$ cat src/rtl/srom_pkg.sv
// Package: opcodes, identification bytes and controller states shared by the
// serial ROM slave. Assumes byte-wide transfers, MSB first.
package srom_pkg;

    localparam logic [7:0] OP_READ  = 8'h03;
    localparam logic [7:0] OP_FAST  = 8'h0B;
    localparam logic [7:0] OP_IDENT = 8'h9F;

    localparam logic [7:0] ID_MAKER = 8'hAE;
    localparam logic [7:0] ID_KIND  = 8'h41;
    localparam logic [7:0] ID_SIZE  = 8'h14;

    typedef enum logic [2:0] {
        ST_CMD,
        ST_ADDR,
        ST_DUMMY,
        ST_LOAD,
        ST_DATA,
        ST_ID,
        ST_DRAIN,
        ST_STANDBY
    } srom_state_e;

    // Identification byte for a given position; zero past the end.
    function automatic logic [7:0] id_byte(input logic [1:0] idx);
        case (idx)
            2'd0:    id_byte = ID_MAKER;
            2'd1:    id_byte = ID_KIND;
            2'd2:    id_byte = ID_SIZE;
            default: id_byte = 8'h00;
        endcase
    endfunction

endpackage

$ cat src/rtl/srom_sync.sv
// Multi-bit flop chain that brings asynchronous pins into the clk domain.
// Assumes each bit is sampled independently; the pins are slow compared with clk.
module srom_sync #(
    parameter int         W          = 3,
    parameter int         STAGES     = 2,
    parameter logic [W-1:0] RST_VAL  = '0
) (
    input  logic         clk,
    input  logic         rst_n,
    input  logic [W-1:0] d,
    output logic [W-1:0] q
);

    logic [STAGES-1:0][W-1:0] pipe;

    // Shift the pins through STAGES flops.
    always_ff @(posedge clk) begin
        if (!rst_n) begin
            pipe <= {STAGES{RST_VAL}};
        end else begin
            pipe <= {pipe[STAGES-2:0], d};
        end
    end

    assign q = pipe[STAGES-1];

endmodule

$ cat src/rtl/srom_edge.sv
// Recovers one-cycle rise and fall pulses from a synchronized level.
// Assumes the level is already in the clk domain.
module srom_edge (
    input  logic clk,
    input  logic rst_n,
    input  logic lvl,
    output logic rise,
    output logic fall
);

    logic prev;

    // Remember the previous level.
    always_ff @(posedge clk) begin
        if (!rst_n) prev <= 1'b0;
        else        prev <= lvl;
    end

    assign rise = lvl & ~prev;
    assign fall = ~lvl & prev;

endmodule

$ cat src/rtl/srom_pattern.sv
// Read-only array modelled as a fixed function of the address, so that no
// storage is needed and every byte is predictable. Assumes ADDR_W <= 22.
module srom_pattern #(
    parameter int ADDR_W = 12
) (
    input  logic [ADDR_W-1:0] addr,
    output logic [7:0]        data
);

    logic [23:0] a_ext;
    logic [15:0] prod;

    // Mix the three address bytes into one data byte.
    always_comb begin
        a_ext = 24'(addr);
        prod  = 16'(a_ext[7:0]) * 16'd29;
        data  = (prod[7:0] + a_ext[15:8] + a_ext[23:16]) ^ 8'h5A;
    end

endmodule

$ cat src/rtl/srom_engine.sv
// Command engine: gathers input bytes on recovered rising edges, decodes the
// opcode, captures the address, skips the dummy byte and shifts bytes out on
// recovered falling edges. Assumes rise and fall pulses never coincide and that
// at least two clk cycles separate consecutive serial edges.
module srom_engine
    import srom_pkg::*;
#(
    parameter int ADDR_W = 12
) (
    input  logic              clk,
    input  logic              rst_n,
    input  logic              cs_idle,
    input  logic              sclk_rise,
    input  logic              sclk_fall,
    input  logic              si_bit,
    output logic [ADDR_W-1:0] arr_addr,
    input  logic [7:0]        arr_data,
    output logic              so_data,
    output logic              so_en,
    output logic              in_standby
);

    srom_state_e       state;
    logic [7:0]        in_sr;
    logic [2:0]        in_cnt;
    logic [1:0]        hdr_cnt;
    logic              fast;
    logic [15:0]       addr_sh;
    logic [ADDR_W-1:0] rd_addr;
    logic [7:0]        out_sr;
    logic [2:0]        out_cnt;
    logic [1:0]        id_idx;

    logic [7:0]        nxt_byte;
    logic [23:0]       addr_full;
    logic              addr_unused;

    assign nxt_byte    = {in_sr[6:0], si_bit};
    assign addr_full   = {addr_sh, nxt_byte};
    assign addr_unused = ^addr_full[23:ADDR_W];
    assign arr_addr    = rd_addr;
    assign in_standby  = (state == ST_STANDBY);

    // Frame state machine with input and output shifters.
    always_ff @(posedge clk) begin
        if (!rst_n || cs_idle) begin
            state   <= ST_CMD;
            in_sr   <= '0;
            in_cnt  <= '0;
            hdr_cnt <= '0;
            fast    <= 1'b0;
            addr_sh <= '0;
            rd_addr <= '0;
            out_sr  <= '0;
            out_cnt <= '0;
            id_idx  <= '0;
            so_data <= 1'b0;
            so_en   <= 1'b0;
        end else begin
            if (state == ST_LOAD) begin
                out_sr  <= arr_data;
                rd_addr <= rd_addr + 1'b1;
                out_cnt <= '0;
                state   <= ST_DATA;
            end

            if (sclk_rise) begin
                in_sr  <= nxt_byte;
                in_cnt <= in_cnt + 3'd1;
                if (in_cnt == 3'd7) begin
                    case (state)
                        ST_CMD: begin
                            hdr_cnt <= '0;
                            if (nxt_byte == OP_READ) begin
                                fast  <= 1'b0;
                                state <= ST_ADDR;
                            end else if (nxt_byte == OP_FAST) begin
                                fast  <= 1'b1;
                                state <= ST_ADDR;
                            end else if (nxt_byte == OP_IDENT) begin
                                out_sr  <= id_byte(2'd0);
                                out_cnt <= '0;
                                id_idx  <= '0;
                                state   <= ST_ID;
                            end else begin
                                state <= ST_STANDBY;
                            end
                        end
                        ST_ADDR: begin
                            addr_sh <= addr_full[15:0];
                            hdr_cnt <= hdr_cnt + 2'd1;
                            if (hdr_cnt == 2'd2) begin
                                rd_addr <= addr_full[ADDR_W-1:0];
                                state   <= fast ? ST_DUMMY : ST_LOAD;
                            end
                        end
                        ST_DUMMY: state <= ST_LOAD;
                        default: ;
                    endcase
                end
            end

            if (sclk_fall) begin
                case (state)
                    ST_DATA, ST_ID: begin
                        so_en   <= 1'b1;
                        so_data <= out_sr[7];
                        out_sr  <= {out_sr[6:0], 1'b0};
                        out_cnt <= out_cnt + 3'd1;
                        if (out_cnt == 3'd7) begin
                            if (state == ST_DATA) begin
                                out_sr  <= arr_data;
                                rd_addr <= rd_addr + 1'b1;
                            end else begin
                                id_idx <= id_idx + 2'd1;
                                out_sr <= id_byte(id_idx + 2'd1);
                                if (id_idx == 2'd2) state <= ST_DRAIN;
                            end
                        end
                    end
                    ST_DRAIN: begin
                        so_en   <= 1'b0;
                        so_data <= 1'b0;
                    end
                    default: ;
                endcase
            end
        end
    end

endmodule

$ cat src/rtl/srom_serial_rom.sv
// Top of the serial ROM slave: synchronizes the pins, recovers serial clock
// edges and connects the command engine to the pattern array. Assumes clk runs
// several times faster than sclk.
module srom_serial_rom #(
    parameter int ADDR_W      = 12,
    parameter int SYNC_STAGES = 2
) (
    input  logic clk,
    input  logic rst_n,
    input  logic cs_n,
    input  logic sclk,
    input  logic si,
    output logic so_data,
    output logic so_en
);

    logic [2:0]        pins_s;
    logic              cs_idle;
    logic              sclk_s;
    logic              si_s;
    logic              sclk_rise;
    logic              sclk_fall;
    logic              in_standby;
    logic [ADDR_W-1:0] arr_addr;
    logic [7:0]        arr_data;

    srom_sync #(.W(3), .STAGES(SYNC_STAGES), .RST_VAL(3'b100)) u_sync (
        .clk(clk), .rst_n(rst_n), .d({cs_n, sclk, si}), .q(pins_s)
    );

    assign cs_idle = pins_s[2];
    assign sclk_s  = pins_s[1];
    assign si_s    = pins_s[0];

    srom_edge u_edge (
        .clk(clk), .rst_n(rst_n), .lvl(sclk_s), .rise(sclk_rise), .fall(sclk_fall)
    );

    srom_pattern #(.ADDR_W(ADDR_W)) u_array (
        .addr(arr_addr), .data(arr_data)
    );

    srom_engine #(.ADDR_W(ADDR_W)) u_engine (
        .clk(clk), .rst_n(rst_n), .cs_idle(cs_idle),
        .sclk_rise(sclk_rise), .sclk_fall(sclk_fall), .si_bit(si_s),
        .arr_addr(arr_addr), .arr_data(arr_data),
        .so_data(so_data), .so_en(so_en), .in_standby(in_standby)
    );

endmodule

$ cat config.mk
export PLATFORM = sky130hd
export DESIGN_NAME = srom_serial_rom
export DESIGN_NICKNAME = d
export VERILOG_FILES = /design/src/rtl/srom_pkg.sv /design/src/rtl/srom_sync.sv /design/src/rtl/srom_edge.sv /design/src/rtl/srom_pattern.sv /design/src/rtl/srom_engine.sv /design/src/rtl/srom_serial_rom.sv
export SDC_FILE = /design/constraint.sdc
export NUM_CORES = 1
export LEC_CHECK = 0
export BUFFER_PORTS_ARGS = -buffer_cell sky130_fd_sc_hd__buf_4
export CORE_UTILIZATION = 55
export CTS_CLUSTER_DIAMETER = 100
export CTS_CLUSTER_SIZE = 16
export DETAILED_ROUTE_END_ITERATION = 8
export GPL_TIMING_DRIVEN = 0
export HOLD_SLACK_MARGIN = 0.12
export PLACE_DENSITY_LB_ADDON = 0.3
export SLEW_MARGIN = 20
export SYNTH_ARGS = -nofsm -noshare
export SYNTH_HDL_FRONTEND = slang
export SYNTH_SLANG_ARGS = --single-unit
$ cat constraint.sdc
create_clock -name clk -period 4.16 [get_ports clk]
set_input_delay 0.208 -clock clk [delete_from_list [all_inputs] [get_ports clk]]
set_output_delay 0.208 -clock clk [all_outputs]
set_load 0.005 [all_outputs]
==> flow_summary.ini <==
[run_status]
status = complete, no violations

[global_route]
grt_max_degree = 17
grt-ovfl-total = 0
grt_usage_pct = 25.3
antenna_found_initial = 0
grt_pass1_vias = 2682
grt_pass1_wl_um = 12500

[placed_design]
dp.cells = 453
globalplace.congestion = 0.858
dpl.hpwl_um = 5460
pre_cts_ws_ps = 837
port_buffers = 6
placed_area_um2 = 3440

[synthesis]
synth_most_common_cell = dfxtp_1
synth-edff-count = 0
ys_async_sr_fraction_pct = 0
ys_seq_area_share_pct = 32.8
ys.flop_type = dfxtp_1
avgSynthCellArea_um2 = 8.80
synth_largest_area_cell = dfxtp_1
synth.area.top_cells = dfxtp_1 (33%), ha_1 (12%), a21oi_1 (5.6%), fa_1 (4.9%), nand2_1 (4.1%)
syn_nets = 420
ys_ff_latch = 54
synth_top_area_share_pct = 32.8
synth_cells = 375
synth_area_um2 = 3300
netlist_top_cells_count = dfxtp_1 (54), a21oi_1 (37), nand2_1 (36), ha_1 (32), nor2_1 (27)
synth_cell_types = 57
yosysWarnings = 0

[floorplanning]
num_rows = 27
die_w_um = 79.5
die_height_um = 79.5
start_util_pct = 58.5
ios = 7
fp.coreArea_um2 = 5640
die_area_um2 = 6310

[timing]
period_share_pct = 80.3
worst_slack_ps = 820
final_hold_viol_count = 0
tightestPinTransition_ps = 733
tns_ps = 0
min_period_ps = 3340
slew_headroom_pct = 51.0
skew_ps = 10.7
setup_violations = 0
rsz0062_at_grt = false
timing.final.max_slew_violations = 0
fmax_ghz = 0.299

[routing]
vias_per_cell = 5.99
post-route-drc-count = 0
wirelength_um = 7420
vias = 2779
dr.first_iter.drc_count = 204
first_pass_iters = 5
drtAntennaViolNets = 0
wire_per_inst_um = 16.0

[worst_setup_path]
crit_path_start = u_engine.arr_addr[0]
r2r_end = u_engine.out_sr[6]
end_kind = register
critPathLaunchType = register
r2r-start = u_engine.arr_addr[0]
critical_path_required_ps = 4330
worstPathArrival_ps = 3510
path_class = reg2reg
r2r_cells = 12
r2r_setup_slack_ps = 820
critical_path_peak_fanout = 10
crit_end = u_engine.out_sr[6]

[clocking]
htree_levels = 2
clk_path_buf_depth = 2
clkTransAtPathRegs_ps = 100
cts_root_buf = clkbuf_8
ctsHoldBuffers = 4
numCtsBuffers = 5
clk_latency_ps = 310
clock_sinks = 54
cts_tree = yes
post_cts.repair.setup_buffers = 0
post_cts_resized = 0

[final_layout]
fin_cells = 464
final_cell_area_um2 = 3560
final_nets = 437
area_growth_pct = 7.81
drive_gt1_share_pct = 9.18
diodes = 0
fill_cells = 480
utilization_pct = 63.1

[pwr]
vdd_drop_max_v = 0.000251
power_density_nw_per_um2 = 234
swShare_pct = 22.5
pwr-share-comb_pct = 2.6
p_switching_mw = 0.187
p_int_mw = 0.646
p_clk_share_pct = 34.9
leakagePower_nw = 1.35
seq_power_share_pct = 62.5

[worst_hold_path]
holdCritPathClass = reg2reg
min_path_cells = 1

[job]
cap_violations = 0
-- cells in the final DEF, fill, tap and decap left out, types with 4 or more instances in the layout --
master / instances
a21o_1: 4
a21oi_1: 37
a31oi_1: 6
and2_1: 6
buf_4: 6
clkbuf_1: 10
clkbuf_8: 11
dfxtp_1: 54
dlygate4sd3_1: 4
fa_1: 8
ha_1: 32
inv_1: 26
mux2i_1: 5
nand2_1: 36
nand2b_1: 6
nand3_1: 11
nor2_1: 27
nor3_1: 8
o21ai_0: 14
o221ai_1: 6
o22ai_1: 4
xnor2_1: 8
-- power groups by stage --
| stage | sequential (mW) | clock, mW | combinational (mW) |
|---|---|---|---|
| after floorplan | 0.533 | 0 | 0.0105 |
| after global placement | 0.533 | 0 | 0.0176 |
| after detailed placement | 0.533 | 0 | 0.0179 |
| after CTS | 0.521 | 0.298 | 0.0210 |
| after global routing | 0.522 | 0.322 | 0.0230 |
| final | 0.521 | 0.291 | 0.0214 |
-- through the flow --
| step | power, mW | hold slack (ps) |
|---|---|---|
| 3_5_place_dp | 0.551 | 401 |
| 2_1_floorplan | 0.543 | 281 |
| 4_1_cts | 0.841 | 424 |
| 6_report | 0.834 | 430 |
| 3_3_place_gp | 0.551 | 390 |
| 5_1_grt | 0.867 | 465 |
-- kinds of logic after synthesis --
group | Yosys count | share of synthesized area [%]
AO/OA/AOI/OAI | 98 | 19.6
XOR/XNOR | 10 | 2.65
adder cells (fa/ha/maj) | 40 | 17.0
buffers and inverters | 44 | 6.97
flip-flops | 54 | 32.8
multiplexers | 7 | 2.20
AND/OR/NAND/NOR | 122 | 18.8
-- state kept, by name (all words and copies together) (netlist names), 2 cells and up --
name               cells
u_engine.addr_sh       4
u_engine.arr_addr     12
u_engine.hdr_cnt       2
u_engine.id_idx        2
u_engine.in_cnt        3
u_engine.in_sr         7
u_engine.out_cnt       3
u_engine.out_sr        8
u_engine.state         3
u_sync.pipe            3
u_sync.q               3
-- critical path, cell delays in order, from the launching register on --
cell	delay, ps
dfxtp_1	580
fa_1	500
xor2_1	160
ha_1	280
inv_1	50
fa_1	520
inv_1	40
ha_1	330
nor2b_1	150
o21ai_0	170
a21boi_0	110
o21ai_0	220
a21oi_1	90
-- metal layers --
layer | vias up | track usage (%) | routed length (um)
met1 | 1325 | 33.7 | 3530
met2 | 71 | 42.4 | 3510
li1 | 1375 | - | -
met4 | 0 | 6.55 | 79
met3 | 8 | 4.11 | 308
met5 | - | 0 | 0
-- how the worst min path moves through the flow --
stage / start / end / slack, ps
after floorplan: rst_n / u_sync.pipe[2] / 280
after global placement: u_sync.pipe[2] / u_sync.q[2] / 390
after detailed placement: u_sync.pipe[2] / u_sync.q[2] / 400
after CTS: u_sync.pipe[2] / u_sync.q[2] / 420
after global routing: u_sync.pipe[2] / u_sync.q[2] / 470
final: u_sync.pipe[2] / u_sync.q[2] / 430
-- cell type report --
type / instances / area, um2 / area share [%]
buffer: 18 / 133 / 3.73
sequential: 54 / 1080 / 30.4
clock inverter: 2 / 13.8 / 0.387
timing repair buffer: 10 / 85.1 / 2.39
multi-input combinational: 277 / 1990 / 55.9
tap: 72 / 90.1 / 2.53
clock buffer: 5 / 68.8 / 1.93
inverter: 26 / 97.6 / 2.74
Note: power is estimated with default switching activity, not from simulation.
